**config.mk**
```make
export PLATFORM = sky130hd
export DESIGN_NAME = axi_region_router
export DESIGN_NICKNAME = d
export VERILOG_FILES = /design/src/rtl/axi_dec_pkg.sv /design/src/rtl/addr_region_match.sv /design/src/rtl/wr_route.sv /design/src/rtl/rd_route.sv /design/src/rtl/axi_region_router.sv
export SDC_FILE = /design/constraint.sdc
export NUM_CORES = 1
export LEC_CHECK = 0
export BUFFER_PORTS_ARGS = -buffer_cell sky130_fd_sc_hd__buf_2
export CAP_MARGIN = 25
export CORE_AREA = 8 8 173 175
export CTS_CLUSTER_DIAMETER = 120
export DETAILED_ROUTE_END_ITERATION = 12
export DIE_AREA = 0 0 181 183
export SYNTH_ARGS = -nofsm -noshare
export SYNTH_HDL_FRONTEND = slang
export SYNTH_SLANG_ARGS = --single-unit
```
**constraint.sdc**
```tcl
create_clock -name clk -period 4.2 [get_ports clk]
set_input_delay 0.21 -clock clk [delete_from_list [all_inputs] [get_ports clk]]
set_output_delay 0.21 -clock clk [all_outputs]
set_load 0.005 [all_outputs]
```
**src/rtl/axi_dec_pkg.sv**
```systemverilog
package axi_dec_pkg;
  typedef enum logic [1:0] {
    RSP_OKAY   = 2'b00,
    RSP_EXOKAY = 2'b01,
    RSP_SLVERR = 2'b10,
    RSP_DECERR = 2'b11
  } axi_resp_e;

  typedef enum logic [1:0] {
    WPH_IDLE = 2'd0,
    WPH_DATA = 2'd1,
    WPH_RESP = 2'd2
  } wr_phase_e;

  typedef enum logic {
    RPH_IDLE  = 1'b0,
    RPH_BEATS = 1'b1
  } rd_phase_e;
endpackage

```
**src/rtl/addr_region_match.sv**
```systemverilog
module addr_region_match #(
  parameter int N_RGN  = 3,
  parameter int ADDR_W = 32,
  parameter int IDX_W  = 2,
  parameter logic [N_RGN*ADDR_W-1:0] BASES = '0,
  parameter logic [N_RGN*ADDR_W-1:0] SIZES = '0
) (
  input  logic [ADDR_W-1:0] addr,
  output logic              hit,
  output logic [IDX_W-1:0]  idx
);
  logic [N_RGN-1:0] in_rgn;

  for (genvar g = 0; g < N_RGN; g++) begin : g_rgn
    localparam logic [ADDR_W-1:0] RBASE = BASES[g*ADDR_W +: ADDR_W];
    localparam logic [ADDR_W-1:0] RSIZE = SIZES[g*ADDR_W +: ADDR_W];
    logic [ADDR_W-1:0] offs;
    assign offs      = addr - RBASE;
    assign in_rgn[g] = (offs < RSIZE);
  end

  // scan from the top down so the lowest matching index is left last
  always_comb begin
    hit = |in_rgn;
    idx = '0;
    for (int k = N_RGN - 1; k >= 0; k--) begin
      if (in_rgn[k]) idx = k[IDX_W-1:0];
    end
  end
endmodule

```
**src/rtl/wr_route.sv**
```systemverilog
module wr_route
  import axi_dec_pkg::*;
#(
  parameter int N_SLV = 3,
  parameter int ID_W  = 4,
  parameter int IDX_W = 2
) (
  input  logic                  clk,
  input  logic                  rst,
  input  logic                  hit,
  input  logic [IDX_W-1:0]      idx,
  input  logic                  m_awvalid,
  output logic                  m_awready,
  input  logic [ID_W-1:0]       m_awid,
  input  logic                  m_wvalid,
  output logic                  m_wready,
  input  logic                  m_wlast,
  output logic                  m_bvalid,
  input  logic                  m_bready,
  output logic [ID_W-1:0]       m_bid,
  output logic [1:0]            m_bresp,
  output logic [N_SLV-1:0]      s_awvalid,
  input  logic [N_SLV-1:0]      s_awready,
  output logic [N_SLV-1:0]      s_wvalid,
  input  logic [N_SLV-1:0]      s_wready,
  input  logic [N_SLV-1:0]      s_bvalid,
  output logic [N_SLV-1:0]      s_bready,
  input  logic [N_SLV*ID_W-1:0] s_bid,
  input  logic [N_SLV*2-1:0]    s_bresp
);
  wr_phase_e        phase_q;
  logic [IDX_W-1:0] sel_q;
  logic             dflt_q;
  logic [ID_W-1:0]  id_q;

  always_ff @(posedge clk) begin
    if (rst) begin
      phase_q <= WPH_IDLE;
      sel_q   <= '0;
      dflt_q  <= 1'b0;
      id_q    <= '0;
    end else begin
      case (phase_q)
        WPH_IDLE: if (m_awvalid && m_awready) begin
          phase_q <= WPH_DATA;
          sel_q   <= idx;
          dflt_q  <= !hit;
          id_q    <= m_awid;
        end
        WPH_DATA: if (m_wvalid && m_wready && m_wlast) phase_q <= WPH_RESP;
        WPH_RESP: if (m_bvalid && m_bready) phase_q <= WPH_IDLE;
        default:  phase_q <= WPH_IDLE;
      endcase
    end
  end

  always_comb begin
    m_awready = 1'b0;
    m_wready  = 1'b0;
    m_bvalid  = 1'b0;
    m_bid     = '0;
    m_bresp   = RSP_OKAY;
    s_awvalid = '0;
    s_wvalid  = '0;
    s_bready  = '0;
    case (phase_q)
      WPH_IDLE: begin
        s_awvalid[idx] = m_awvalid & hit;
        m_awready      = hit ? s_awready[idx] : 1'b1;
      end
      WPH_DATA: begin
        if (dflt_q) begin
          m_wready = 1'b1;
        end else begin
          s_wvalid[sel_q] = m_wvalid;
          m_wready        = s_wready[sel_q];
        end
      end
      WPH_RESP: begin
        if (dflt_q) begin
          m_bvalid = 1'b1;
          m_bid    = id_q;
          m_bresp  = RSP_DECERR;
        end else begin
          m_bvalid        = s_bvalid[sel_q];
          s_bready[sel_q] = m_bready;
          m_bid           = s_bid[sel_q*ID_W +: ID_W];
          m_bresp         = s_bresp[sel_q*2 +: 2];
        end
      end
      default: ;
    endcase
  end
endmodule

```
**src/rtl/rd_route.sv**
```systemverilog
module rd_route
  import axi_dec_pkg::*;
#(
  parameter int N_SLV  = 3,
  parameter int ID_W   = 4,
  parameter int DATA_W = 32,
  parameter int LEN_W  = 8,
  parameter int IDX_W  = 2
) (
  input  logic                    clk,
  input  logic                    rst,
  input  logic                    hit,
  input  logic [IDX_W-1:0]        idx,
  input  logic                    m_arvalid,
  output logic                    m_arready,
  input  logic [ID_W-1:0]         m_arid,
  input  logic [LEN_W-1:0]        m_arlen,
  output logic                    m_rvalid,
  input  logic                    m_rready,
  output logic [DATA_W-1:0]       m_rdata,
  output logic [ID_W-1:0]         m_rid,
  output logic [1:0]              m_rresp,
  output logic                    m_rlast,
  output logic [N_SLV-1:0]        s_arvalid,
  input  logic [N_SLV-1:0]        s_arready,
  input  logic [N_SLV-1:0]        s_rvalid,
  output logic [N_SLV-1:0]        s_rready,
  input  logic [N_SLV*DATA_W-1:0] s_rdata,
  input  logic [N_SLV*ID_W-1:0]   s_rid,
  input  logic [N_SLV*2-1:0]      s_rresp,
  input  logic [N_SLV-1:0]        s_rlast
);
  rd_phase_e        phase_q;
  logic [IDX_W-1:0] sel_q;
  logic             dflt_q;
  logic [ID_W-1:0]  id_q;
  logic [LEN_W-1:0] left_q;

  always_ff @(posedge clk) begin
    if (rst) begin
      phase_q <= RPH_IDLE;
      sel_q   <= '0;
      dflt_q  <= 1'b0;
      id_q    <= '0;
      left_q  <= '0;
    end else begin
      case (phase_q)
        RPH_IDLE: if (m_arvalid && m_arready) begin
          phase_q <= RPH_BEATS;
          sel_q   <= idx;
          dflt_q  <= !hit;
          id_q    <= m_arid;
          left_q  <= m_arlen;
        end
        RPH_BEATS: begin
          if (m_rvalid && m_rready) begin
            if (m_rlast) phase_q <= RPH_IDLE;
            else if (dflt_q) left_q <= left_q - 1'b1;
          end
        end
        default: phase_q <= RPH_IDLE;
      endcase
    end
  end

  always_comb begin
    m_arready = 1'b0;
    m_rvalid  = 1'b0;
    m_rdata   = '0;
    m_rid     = '0;
    m_rresp   = RSP_OKAY;
    m_rlast   = 1'b0;
    s_arvalid = '0;
    s_rready  = '0;
    case (phase_q)
      RPH_IDLE: begin
        s_arvalid[idx] = m_arvalid & hit;
        m_arready      = hit ? s_arready[idx] : 1'b1;
      end
      RPH_BEATS: begin
        if (dflt_q) begin
          m_rvalid = 1'b1;
          m_rid    = id_q;
          m_rresp  = RSP_DECERR;
          m_rlast  = (left_q == '0);
        end else begin
          m_rvalid        = s_rvalid[sel_q];
          s_rready[sel_q] = m_rready;
          m_rdata         = s_rdata[sel_q*DATA_W +: DATA_W];
          m_rid           = s_rid[sel_q*ID_W +: ID_W];
          m_rresp         = s_rresp[sel_q*2 +: 2];
          m_rlast         = s_rlast[sel_q];
        end
      end
      default: ;
    endcase
  end
endmodule

```
**src/rtl/axi_region_router.sv**
```systemverilog
module axi_region_router #(
  parameter int N_SLV  = 3,
  parameter int ADDR_W = 32,
  parameter int ID_W   = 4,
  parameter int DATA_W = 32,
  parameter int LEN_W  = 8,
  parameter logic [N_SLV*ADDR_W-1:0] REGION_BASE = {32'h0000_8000, 32'h0000_1800, 32'h0000_1000},
  parameter logic [N_SLV*ADDR_W-1:0] REGION_SIZE = {32'h0000_1000, 32'h0000_2000, 32'h0000_1000}
) (
  input  logic                    clk,
  input  logic                    rst,
  input  logic                    m_awvalid,
  output logic                    m_awready,
  input  logic [ADDR_W-1:0]       m_awaddr,
  input  logic [ID_W-1:0]         m_awid,
  input  logic [LEN_W-1:0]        m_awlen,
  input  logic                    m_wvalid,
  output logic                    m_wready,
  input  logic [DATA_W-1:0]       m_wdata,
  input  logic                    m_wlast,
  output logic                    m_bvalid,
  input  logic                    m_bready,
  output logic [ID_W-1:0]         m_bid,
  output logic [1:0]              m_bresp,
  input  logic                    m_arvalid,
  output logic                    m_arready,
  input  logic [ADDR_W-1:0]       m_araddr,
  input  logic [ID_W-1:0]         m_arid,
  input  logic [LEN_W-1:0]        m_arlen,
  output logic                    m_rvalid,
  input  logic                    m_rready,
  output logic [DATA_W-1:0]       m_rdata,
  output logic [ID_W-1:0]         m_rid,
  output logic [1:0]              m_rresp,
  output logic                    m_rlast,
  output logic [N_SLV-1:0]        s_awvalid,
  input  logic [N_SLV-1:0]        s_awready,
  output logic [ADDR_W-1:0]       s_awaddr,
  output logic [ID_W-1:0]         s_awid,
  output logic [LEN_W-1:0]        s_awlen,
  output logic [N_SLV-1:0]        s_wvalid,
  input  logic [N_SLV-1:0]        s_wready,
  output logic [DATA_W-1:0]       s_wdata,
  output logic                    s_wlast,
  input  logic [N_SLV-1:0]        s_bvalid,
  output logic [N_SLV-1:0]        s_bready,
  input  logic [N_SLV*ID_W-1:0]   s_bid,
  input  logic [N_SLV*2-1:0]      s_bresp,
  output logic [N_SLV-1:0]        s_arvalid,
  input  logic [N_SLV-1:0]        s_arready,
  output logic [ADDR_W-1:0]       s_araddr,
  output logic [ID_W-1:0]         s_arid,
  output logic [LEN_W-1:0]        s_arlen,
  input  logic [N_SLV-1:0]        s_rvalid,
  output logic [N_SLV-1:0]        s_rready,
  input  logic [N_SLV*DATA_W-1:0] s_rdata,
  input  logic [N_SLV*ID_W-1:0]   s_rid,
  input  logic [N_SLV*2-1:0]      s_rresp,
  input  logic [N_SLV-1:0]        s_rlast
);
  localparam int IDX_W = (N_SLV > 1) ? $clog2(N_SLV) : 1;

  logic             aw_hit, ar_hit;
  logic [IDX_W-1:0] aw_idx, ar_idx;

  // request fields and write data fan out to every port; only valids are steered
  assign s_awaddr = m_awaddr;
  assign s_awid   = m_awid;
  assign s_awlen  = m_awlen;
  assign s_wdata  = m_wdata;
  assign s_wlast  = m_wlast;
  assign s_araddr = m_araddr;
  assign s_arid   = m_arid;
  assign s_arlen  = m_arlen;

  addr_region_match #(
    .N_RGN(N_SLV), .ADDR_W(ADDR_W), .IDX_W(IDX_W),
    .BASES(REGION_BASE), .SIZES(REGION_SIZE)
  ) u_aw_match (
    .addr(m_awaddr), .hit(aw_hit), .idx(aw_idx)
  );

  addr_region_match #(
    .N_RGN(N_SLV), .ADDR_W(ADDR_W), .IDX_W(IDX_W),
    .BASES(REGION_BASE), .SIZES(REGION_SIZE)
  ) u_ar_match (
    .addr(m_araddr), .hit(ar_hit), .idx(ar_idx)
  );

  wr_route #(.N_SLV(N_SLV), .ID_W(ID_W), .IDX_W(IDX_W)) u_wr (
    .clk(clk), .rst(rst), .hit(aw_hit), .idx(aw_idx),
    .m_awvalid(m_awvalid), .m_awready(m_awready), .m_awid(m_awid),
    .m_wvalid(m_wvalid), .m_wready(m_wready), .m_wlast(m_wlast),
    .m_bvalid(m_bvalid), .m_bready(m_bready), .m_bid(m_bid), .m_bresp(m_bresp),
    .s_awvalid(s_awvalid), .s_awready(s_awready),
    .s_wvalid(s_wvalid), .s_wready(s_wready),
    .s_bvalid(s_bvalid), .s_bready(s_bready), .s_bid(s_bid), .s_bresp(s_bresp)
  );

  rd_route #(
    .N_SLV(N_SLV), .ID_W(ID_W), .DATA_W(DATA_W), .LEN_W(LEN_W), .IDX_W(IDX_W)
  ) u_rd (
    .clk(clk), .rst(rst), .hit(ar_hit), .idx(ar_idx),
    .m_arvalid(m_arvalid), .m_arready(m_arready), .m_arid(m_arid), .m_arlen(m_arlen),
    .m_rvalid(m_rvalid), .m_rready(m_rready), .m_rdata(m_rdata), .m_rid(m_rid),
    .m_rresp(m_rresp), .m_rlast(m_rlast),
    .s_arvalid(s_arvalid), .s_arready(s_arready),
    .s_rvalid(s_rvalid), .s_rready(s_rready), .s_rdata(s_rdata), .s_rid(s_rid),
    .s_rresp(s_rresp), .s_rlast(s_rlast)
  );
endmodule

```
==> results.txt <==
Post-synth EDFFs - 0
Routed wire length - 24300 µm
Hold buffer count at cts - 0
Post-synthesis cell count - 810
Final setup fails - 0
Achievable Freq - 288 MHz
Setup bufs post-CTS - 0
First-pass GRT wire length - 36800 µm
Die width - 181 µm
CTS Root Cell - clkbuf_16
Clk network pwr share - 0.225
Dpl ws - 0.763 ns
Vias per inst - 4.95
Total number of vias - 6617
Number of global-route vias before repair - 6522
Internal - 0.594 mW
Total negative slack - 0 ns
Cell variety after synth - 78
Synth top area cells - buf_4 (17%), mux2i_1 (9.9%), dfxtp_1 (9.1%)
Status - complete, no violations
Max IR drop VDD - 0.000127 V
Synth Area in Simple Gates - 0.353
Synth cell count leaders - buf_4 (121), nor2_1 (120), a21oi_1 (56)
Synthesized flop and latch total - 25
Worst hold path type - input pin to register
Fin crit share - 0.826
Share of layout cells above drive strength 1 - 0.391
Mux contribution to synthesized area - 0.103
Sw power - 0.393 mW
Worst EP required - 3.99 ns
Final Hold Fails - 0
Post-Synth Adder-Cell Area - 0.0114
Largest net degree at the start of global routing - 44
Port bufs - 339
Post-DRT Antenna Nets - 0
Clock sinks - 25
Max cap viols - 0
Yosys warns - 0
Compound-Gate Fraction of Synth Area - 0.205
Die Area - 33100 µm²
Worst Path Class, Setup - input pin to output port
Leak Pwr - 2.81 nW
Clock latency on the worst-skew pair - 0.27 ns
# nets final - 1276
CTS H-tree lvls - 1
CP Max Fanout - 11
Mean routed wirelength per cell - 18.1 µm
CTS tree - done
GRT Total Usage - 0.135
Min cycle time layout - 3.47 ns
Top_reg_cell synth - dfxtp_1
HPWL after detailed placement - 20700 µm
CP arrival - 3.26 ns
Top cell type's share of synthesized area - 0.166
I/O pins - 464
Pre-Repair DR Iteration Count - 5
Gate power share - 0.498
Switching Share - 0.398
Startpoint types - input pin
Clk slew on worst S/H paths - 0.07 ns
Final cell count without fillers - 1338
Clock Path Buffers - 2
GRT Residual Overflow - 0
Dpl cells - 1334
CP endpoint kind - output port
Initial antenna violation count - 1
Total power - 0.988 mW
PnR worst setup slack - 0.733 ns
Layout area overhead - 21.4%
Worst slew margin - 0.386
FP Rows - 61
Skew final - 0.00870 ns
Register share of total power - 0.277
Die height - 183 µm
Post-synthesis xor/xnor area fraction - 0.0240
Initial core utilization - 0.201
Synth async-reset ratio - 0
Core area - 27300 µm²
Cell area after synthesis - 5480 µm²
Power density cells - 148 nW/µm²
RSZ-0062 raised after global routing - no
DRC - 0
Top-count cell post-synth - buf_4
Worst Tran Pin Value - 0.898 ns
GPL Wtd Cong - 0.895
Sequential-to-total area share from yosys stat - 0.0913
Inserted Clock Buffers - 3
Antenna fix cells - 0
Syn Nets - 1093
Synth Area per Inst - 6.77 µm²
Final Max Tran Viols - 0
Drt initial violations - 391
Final hold slack - 0.214 ns
Largest family of logic cells by synthesized area - simple AND/OR/NAND/NOR gates
Yosys top cell by area - buf_4
Fillcell total - 3112
CTS-repair resized insts - 0
==> cells in the final DEF, fill, tap and decap left out, types with 8 or more instances in the layout <==
| master | n |
|---|---|
| nor3_1 | 29 |
| o21ai_1 | 10 |
| nand2_1 | 50 |
| a211oi_1 | 13 |
| buf_2 | 339 |
| o21ai_0 | 24 |
| nand4_1 | 21 |
| dfxtp_1 | 24 |
| nand3_1 | 32 |
| buf_4 | 8 |
| a21oi_1 | 56 |
| mux2i_1 | 54 |
| nor2_1 | 120 |
| a31oi_1 | 9 |
| nor2b_1 | 12 |
| nor4_1 | 15 |
| nand4b_1 | 10 |
| inv_1 | 17 |
| xor2_1 | 10 |
==> flip-flops by register name, summed over array words and instances (netlist names) <==
signal        cells
u_rd.left_q       8
u_rd.id_q         4
u_wr.id_q         4
u_rd.sel_q        2
u_wr.phase_q      2
u_wr.sel_q        2
u_rd.dflt_q       1
u_rd.phase_q      1
u_wr.dflt_q       1
==> through the flow <==
| stage | utilization | cell area (µm²) |
|---|---|---|
| after floorplan | - | 5480 |
| after global placement | 0.240 | 6570 |
| after detailed placement | 0.240 | 6570 |
| after CTS | 0.243 | 6650 |
| after global routing | 0.243 | 6650 |
| final | 0.243 | 6650 |
==> logic make-up (layout without fill, tap and decap cells) <==
logic type / after synthesis / after routing
muxes: 56 / 56
adders and majority gates: 5 / 5
buffers and inverters: 186 / 368
DFF: 25 / 25
xor gates and xnor gates: 15 / 15
AOI/OAI and AO/OA: 165 / 165
and+or+nand+nor: 358 / 358
==> routing by layer <==
layer | routed length (µm) | share of wire | GRT usage
met1 | 10300 | 0.43 | 0.170
met2 | 11500 | 0.48 | 0.226
met3 | 1960 | 0.081 | 0.0358
met4 | 450 | 0.019 | 0.0335
met5 | 0 | 0 | 0
==> layout make-up <==
type                            count  area (µm²)  share of cell area
Multi-Input combinational cell    599        3810               0.573
Timing Repair Buffer              347        1760               0.264
Sequential cell                    25         502              0.0754
Tap cell                          346         433              0.0651
Clock buffer                        3        75.1              0.0113
Inverter                           17        63.8             0.00959
Clock inverter                      1        7.51             0.00113
==> critical path, stage by stage <==
cell and delay [ns]:
buf_2 0.14, inv_1 0.08, ha_1 0.36, nor3b_1 0.48, nand4_1 0.14, a2111o_1 0.51
or4_1 0.62, o221a_2 0.22, a211oi_1 0.29, buf_2 0.19
==> final timing paths <==
kind / depth (start not counted) / slack (ns) / from / endpoint
max: 10 / 0.73 / m_araddr[15] / m_arready
min reg2reg: 2 / 0.48 / u_rd.left_q[5]$_SDFFE_PP0P_ / u_rd.left_q[5]$_SDFFE_PP0P_
max reg2reg: 9 / 1.41 / u_rd.sel_q[0]$_SDFFE_PP0P_ / u_rd.left_q[7]$_SDFFE_PP0P_
min: 3 / 0.21 / m_arid[3] / u_rd.id_q[3]$_SDFFE_PP0P_
==> power groups by stage <==
stage | sequential (mW) | clock (mW) | combinational (mW)
final | 0.274 | 0.222 | 0.492
after global routing | 0.278 | 0.239 | 0.544
after floorplan | 0.268 | 0 | 0.328
after global placement | 0.279 | 0 | 0.489
after CTS | 0.274 | 0.232 | 0.494
after detailed placement | 0.279 | 0 | 0.492
Note: power is estimated with default switching activity, not from simulation.
